==> src/rtl/wdf_pkg.sv <==
package wdf_pkg;
    localparam int TAG_W = 4;
    localparam int CFG_W = 12;

    typedef enum logic [1:0] {
        ST_IDLE,
        ST_SHIFT,
        ST_DONE,
        ST_HOLD
    } wdf_state_t;
endpackage

==> src/rtl/wdf_edge_det.sv <==
module wdf_edge_det #(
    parameter logic RESET_VAL = 1'b1
) (
    input  logic clk,
    input  logic rst,
    input  logic sig_in,
    output logic rise,
    output logic fall
);
    logic prev_q;

    always_ff @(posedge clk) begin
        if (rst) prev_q <= RESET_VAL;
        else     prev_q <= sig_in;
    end

    assign rise = !prev_q && sig_in;
    assign fall = prev_q && !sig_in;
endmodule

==> src/rtl/wdf_pwr_flag.sv <==
module wdf_pwr_flag (
    input  logic clk,
    input  logic rst,
    input  logic set_evt,
    input  logic clr_evt,
    output logic flag
);
    // set has priority over clear when both arrive together
    always_ff @(posedge clk) begin
        if (rst)          flag <= 1'b0;
        else if (set_evt) flag <= 1'b1;
        else if (clr_evt) flag <= 1'b0;
    end
endmodule

==> src/rtl/wdf_frame_sr.sv <==
module wdf_frame_sr #(
    parameter int WIDTH = 21
) (
    input  logic             clk,
    input  logic             rst,
    input  logic             load,
    input  logic             shift,
    input  logic [WIDTH-1:0] load_word,
    output logic             msb
);
    logic [WIDTH-1:0] sr_q;

    always_ff @(posedge clk) begin
        if (rst)        sr_q <= '0;
        else if (load)  sr_q <= load_word;
        else if (shift) sr_q <= {sr_q[WIDTH-2:0], 1'b0};
    end

    assign msb = sr_q[WIDTH-1];
endmodule

==> src/rtl/wdf_top.sv <==
module wdf_top
    import wdf_pkg::*;
#(
    parameter int NUM_CH = 2,
    localparam int STAT_W  = 2 * NUM_CH,
    localparam int FRAME_W = TAG_W + CFG_W + 1 + STAT_W,
    localparam int IDX_W   = $clog2(FRAME_W)
) (
    input  logic              clk,
    input  logic              rst,
    input  logic              cs_n,
    input  logic              sclk,
    input  logic [TAG_W-1:0]  tag_in,
    input  logic [CFG_W-1:0]  cfg_in,
    input  logic [STAT_W-1:0] stat_in,
    input  logic              pwr_fail,
    input  logic              p_clr,
    output logic              dout,
    output logic              frame_done
);
    localparam logic [IDX_W-1:0] LAST_IDX = IDX_W'(FRAME_W - 1);

    wdf_state_t       state_q, state_d;
    logic [IDX_W-1:0] idx_q;
    logic             cs_rise, cs_fall, sclk_rise_unused, sclk_fall;
    logic             p_flag_q;
    logic             sr_msb;
    logic             load_en, shift_en;
    logic [FRAME_W-1:0] frame_word;

    wdf_edge_det #(.RESET_VAL(1'b1)) u_cs_edge (
        .clk(clk), .rst(rst), .sig_in(cs_n),
        .rise(cs_rise), .fall(cs_fall)
    );

    wdf_edge_det #(.RESET_VAL(1'b1)) u_sclk_edge (
        .clk(clk), .rst(rst), .sig_in(sclk),
        .rise(sclk_rise_unused), .fall(sclk_fall)
    );

    wdf_pwr_flag u_pflag (
        .clk(clk), .rst(rst), .set_evt(pwr_fail), .clr_evt(p_clr),
        .flag(p_flag_q)
    );

    assign frame_word = {tag_in, cfg_in, p_flag_q, stat_in};

    wdf_frame_sr #(.WIDTH(FRAME_W)) u_sr (
        .clk(clk), .rst(rst), .load(load_en), .shift(shift_en),
        .load_word(frame_word), .msb(sr_msb)
    );

    // next-state logic
    always_comb begin
        state_d  = state_q;
        load_en  = 1'b0;
        shift_en = 1'b0;
        unique case (state_q)
            ST_IDLE: begin
                if (cs_fall) begin
                    state_d = ST_SHIFT;
                    load_en = 1'b1;
                end
            end
            ST_SHIFT: begin
                if (cs_n) begin
                    state_d = ST_IDLE;
                end else if (sclk_fall) begin
                    shift_en = 1'b1;
                    if (idx_q == LAST_IDX) state_d = ST_DONE;
                end
            end
            ST_DONE: begin
                state_d = cs_n ? ST_IDLE : ST_HOLD;
            end
            ST_HOLD: begin
                if (cs_n) state_d = ST_IDLE;
            end
            default: state_d = ST_IDLE;
        endcase
    end

    // state register and bit index
    always_ff @(posedge clk) begin
        if (rst) begin
            state_q <= ST_IDLE;
            idx_q   <= '0;
        end else begin
            state_q <= state_d;
            if (load_en)       idx_q <= '0;
            else if (shift_en) idx_q <= idx_q + 1'b1;
        end
    end

    // outputs
    always_comb begin
        dout       = 1'b0;
        frame_done = 1'b0;
        unique case (state_q)
            ST_IDLE:  ;
            ST_SHIFT: dout = sr_msb;
            ST_DONE:  frame_done = 1'b1;
            ST_HOLD:  ;
            default:  ;
        endcase
    end
endmodule

==> config.mk <==
export PLATFORM = sky130hd
export DESIGN_NAME = wdf_top
export DESIGN_NICKNAME = d
export VERILOG_FILES = /design/src/rtl/wdf_pkg.sv /design/src/rtl/wdf_edge_det.sv /design/src/rtl/wdf_pwr_flag.sv /design/src/rtl/wdf_frame_sr.sv /design/src/rtl/wdf_top.sv
export SDC_FILE = /design/constraint.sdc
export NUM_CORES = 1
export LEC_CHECK = 0
export CAP_MARGIN = 20
export CORE_UTILIZATION = 50
export DETAILED_ROUTE_END_ITERATION = 10
export PLACE_DENSITY = 0.84
export SETUP_SLACK_MARGIN = 0.1
export SLEW_MARGIN = 20
export SYNTH_ARGS = -nofsm -noshare
export SYNTH_HDL_FRONTEND = slang
export SYNTH_SLANG_ARGS = --single-unit
==> constraint.sdc <==
create_clock -name clk -period 4.4 [get_ports clk]
set_clock_uncertainty 0.1 [all_clocks]
set_input_delay 0.88 -clock clk [delete_from_list [all_inputs] [get_ports clk]]
set_output_delay 0.88 -clock clk [all_outputs]
set_load 0.01 [all_outputs]
* Yosys cells after proc, flatten, opt, wreduce, memory -nomap -nowiden
Index checks and enable logic that the tools add are counted.
Storage, ports and cells: flip-flop bits (word level) 31, latch bits 0, memory bits (writable) 0, ROM bits 0, input bits 26, output and inout bits 2, word-level logic and storage cells 42, memories 0
Operators by class: $add $sub $neg 1, $mul 0, div/mod/pow operators 0, $lt $le $gt $ge 0, equality and inequality tests 8, shift operators 0, mux-type cells 18, bitwise logic cells 0, reduce and logical (&&, ||, !) cells 9
Operators with widths (number):
- 21-bit 2-to-1 mux | 2
- 2-bit 2-to-1 mux | 6
- 1-bit 2-to-1 mux | 9
- 2-bit one-hot mux with 4 select lines | 1
- 3-bit inequality test, second input constant | 2
- 5-bit by 1-bit adder with 5-bit output, second input constant | 1
- 5-bit == test, second input constant | 1
- 2-bit == test, second input constant | 2
- 2-bit inequality test, second input constant | 2
- 4-bit AND reduction | 1
- 2-bit nonzero test | 2
- 2-bit by 1-bit == test with 1-bit output, second input constant | 1
- 1-bit logical AND | 2
- 1-bit zero test | 2
- 2-bit zero test | 1
- 2-bit OR reduction | 1

* Depth between registers and ports, before layout
depth after elaboration 7, gate-level depth with buffers 5, depth with buffers taken out 5

* By module
From an unflattened synthesis, not the netlist that was laid out.
Second synthesis, totals: cell total of the unflattened synthesis 152, area total of the unflattened synthesis 1448.9 µm²
By module, submodules not included:
- wdf_frame_sr | times used 1, cells each 93, area an instance 972.2 µm², seq. area each 420.4 µm²
- wdf_top | times used 1, cells each 47, area an instance 357.8 µm², seq. area each 140.1 µm²
- wdf_edge_det | times used 2, cells each 4, area an instance 40.0 µm², seq. area each 20.0 µm²
- wdf_pwr_flag | times used 1, cells each 4, area an instance 38.8 µm², seq. area each 20.0 µm²

* Worst setup path before layout
Ideal clock, no wire load.
path type input to register, start point input cs_n, end point register u_sr.sr_q[10], library setup time 0.134 ns, data arrival time 1.753 ns, slack 2.413 ns, stages 4, buffers on the path 1, cells stage by stage or4b_1 > clkbuf_1 > nor2_1 > a211oi_1
On the way: longest elaborated chain between the ends 5, elaborated cells between the ends (all ways) 8, those cells by class 5 x mux; 3 x reduce/logical
RTL lines:
- start, declared | RTL line wdf_top.sv:11 | input logic cs_n,
- 1-bit zero test | RTL line wdf_edge_det.sv:18 | assign fall = prev_q && !sig_in;
- 1-bit logical AND | RTL line wdf_edge_det.sv:18
- 1-bit 2-to-1 mux | RTL line wdf_top.sv:60 | if (cs_fall) begin
- 1-bit 2-to-1 mux | RTL line wdf_top.sv:58 | unique case (state_q)
- 21-bit 2-to-1 mux or 2-bit nonzero test (tied branches)
- end signal, assigned | RTL line wdf_frame_sr.sv:15 | else if (load) sr_q <= load_word;
- end signal, assigned | RTL line wdf_frame_sr.sv:16 | else if (shift) sr_q <= {sr_q[WIDTH-2:0], 1'b0};
- end, declared | RTL line wdf_frame_sr.sv:11 | logic [WIDTH-1:0] sr_q;
Several ways; a longest one is shown, not always the timed one. A chain may end at the register's enable or synchronous reset.

* Final worst setup path
start point input sclk, end point register idx_q[3]
On the way: longest elaborated chain between the ends 5
RTL lines:
- start, declared | RTL line wdf_top.sv:12 | input logic sclk,
- 1-bit zero test | RTL line wdf_edge_det.sv:18
- 1-bit logical AND | RTL line wdf_edge_det.sv:18
- 1-bit 2-to-1 mux | RTL line wdf_top.sv:68 | end else if (sclk_fall) begin
- 1-bit 2-to-1 mux | RTL line wdf_top.sv:66 | if (cs_n) begin
- 1-bit 2-to-1 mux | RTL line wdf_top.sv:58
- end signal, assigned | RTL line wdf_top.sv:91 | else if (shift_en) idx_q <= idx_q + 1'b1;
- end, declared | RTL line wdf_top.sv:24 | logic [IDX_W-1:0] idx_q;
No other way between the ends.

==> metrics.cfg <==
[drt]
vias=1441
drt_pass1_iterations=4
dr.first_iter.drc_count=75
ant_nets=0
viasPerCell=6.38
wl_per_cell_microns=15.9
drt_wl_total_microns=3600
drcViolationCount=0

[clock_network]
clock_latency_ns=0.34
cts_resized=0
clockBufferDepth=2
clk_pin_slew_worst_paths_ns=0.09
clock_tree.root_cell=clkbuf_4
hold_buffers=0
cts_buffers=5
clock-sinks=31
cts_tree=built
cts_htree_levels=2
cts_setup_buffers=0

[sta]
fmax_ghz=0.376
worstMarginPinSlew_ns=0.894
hold_viol=0
drv_slew=0
setup_viol=0
setup_tns_ns=0
fin_crit_ns=2.66
rsz0062_at_grt=no
fin_crit_sh=0.605
timing.slew.headroom=0.402

[placement]
routabilityCongestion=0.800
port-buffer-count=27
dp_hpwl_microns=2280

[synth]
synthAdderAreaFrac=0.0175
synth_xor_area_frac=0
syn_nets=202
avgSynthCellArea_sq_um=8.23
synth-seq-cells=31
synth_top_family_by_area=compound AO/OA/AOI/OAI gates
syn_inst=174
ys_seq_area_frac=0.434
synth_compound_area_frac=0.330
synthSimpleGateAreaFrac=0.152
netlist_area_sq_mm=0.00143
synth_cell_type_count=27
muxShareOfSynthArea=0
synth_warnings=0

[critical_path]
crit_chain=clkdlybuf4s50_1 -> nand4bb_1 -> buf_4 -> or4_1 -> a21oi_1
critPathBufInv=2
crit_required_ns=4.57
end_kind=register
crit_family=simple AND/OR/NAND/NOR gates
worstPathArrival_ns=2.83
slowest_stage=nand4bb_1
worst_setup_path_start_kind=input port
crit_type=input port to register
max_stage_delay_ns=0.51
crit_fanout=16

[power]
p_total_uw=588
p_leak_uw=0.000597
p_per_area_mw_per_mm2=334
max-vdd-ir-drop_v=0.000261

[grt]
grt_pass1_wl_microns=6350
grt_pass1_vias=1370
grt_max_degree=34
grtUsageTotal=0.266
antenna_found_initial=0
grt-ovfl-total=0

[final_layout]
drive_gt1_frac=0.0667
antenna_cells=0
syn2layout_area_growth_pct=23.1
finalNetCount=222
mostFrequentLayoutCell=dfxtp_1
layout_common_cells=dfxtp_1 (31), clkdlybuf4s50_1 (27), nor2_1 (23)

[min_path]
hp-class=register to register

[die]
rows=19
die_area_sq_mm=0.00308
die_x_microns=55.5
dieHeight_microns=55.5
core_area_sq_mm=0.00273
initial_core_util=0.524
io_pins=28

[job]
maxCapViolCount=0

[status]
outcome=finished clean

==> final timing paths <==
kind                               startpoint            end  slack (ns)  cells after the start
worst max-delay path                     sclk       idx_q[3]        1.74                      5
worst min-delay path            u_sr.sr_q[20]  u_sr.sr_q[20]        0.38                      2
worst max register to register     state_q[0]       idx_q[3]        2.30                      4
worst min register to register  u_sr.sr_q[20]  u_sr.sr_q[20]        0.38                      2
==> registers in the layout, summed over array words and instances (netlist names) <==
register and cells:
u_pflag.flag 1, idx_q 5, u_cs_edge.prev_q 1, u_sclk_edge.prev_q 1, state_q 2, u_sr.sr_q 21
==> power breakdown <==
group,total (uW),internal [uW],switching [uW],leakage (uW)
registers,308,298,9.96,0.000255
clock network,194,93.9,100,0.0000386
logic,85.1,41.5,43.6,0.000303
==> cell type report <==
type	instances	area, sq um
Sequential cell	31	621
Clock buffer	8	68.8
Inverter	7	26.3
Tap cell	31	38.8
Timing Repair Buffer	30	293
Fill cell	233	972
Multi-Input combinational cell	119	714
==> routing by layer <==
metal  part of all wire  wire length, microns  global-route usage
met3              0.061                   221              0.0960
met2               0.47                  1690               0.410
met4              0.027                    97               0.139
met5                  0                     0                   0
met1               0.44                  1590               0.324
==> Yosys cell counts <==
cell type  number  area share
nor4b_2         1       0.010
nand2_1         2      0.0052
and3_1          1      0.0044
or2_2           1      0.0044
nand3_1         4       0.014
o21a_1          1      0.0052
nand4bb_1       1      0.0079
or4b_1          1      0.0070
nor2_1         23       0.060
dfxtp_1        31        0.43
o31ai_1         3       0.016
o21ai_1         2      0.0070
a31oi_1        20       0.087
o21ai_0        20       0.070
nand2b_1        1      0.0044
nor3_1          1      0.0035
nand4b_1        1      0.0061
clkbuf_1       12       0.031
o32ai_1         1      0.0061
ha_1            2       0.017
or4_1           3       0.016
and4bb_2        1      0.0087
a211oi_1       20        0.10
o211ai_1        1      0.0052
a21oi_1         8       0.028
inv_1           7       0.018
buf_2           5       0.017
==> tightest hold or removal path, delay by kind of cell (launching register included) <==
kind | cells | cell delay, ns
compound gates | 2 | 0.12
flops | 1 | 0.32
==> kinds of logic after synthesis <==
group / after synthesis
compound gates: 76
buf+inv: 24
fa+ha+maj: 2
flops: 31
simple gates: 41
==> per-stage QoR <==
| step | cell area (sq um) | utilization | cells | setup WS [ns] | hold WS (ns) |
|---|---|---|---|---|---|
| finish | 1760 | 0.644 | 226 | 1.74 | 0.383 |
| detailed placement | 1690 | 0.619 | 218 | 1.41 | 0.376 |
| global placement | 1690 | 0.619 | 218 | 1.47 | 0.370 |
| CTS | 1760 | 0.644 | 226 | 1.77 | 0.390 |
| global route | 1760 | 0.644 | 226 | 1.54 | 0.403 |
| floorplan | 1430 | - | 174 | 2.41 | 0.351 |
No activity file was read; power rests on OpenSTA's default activity.
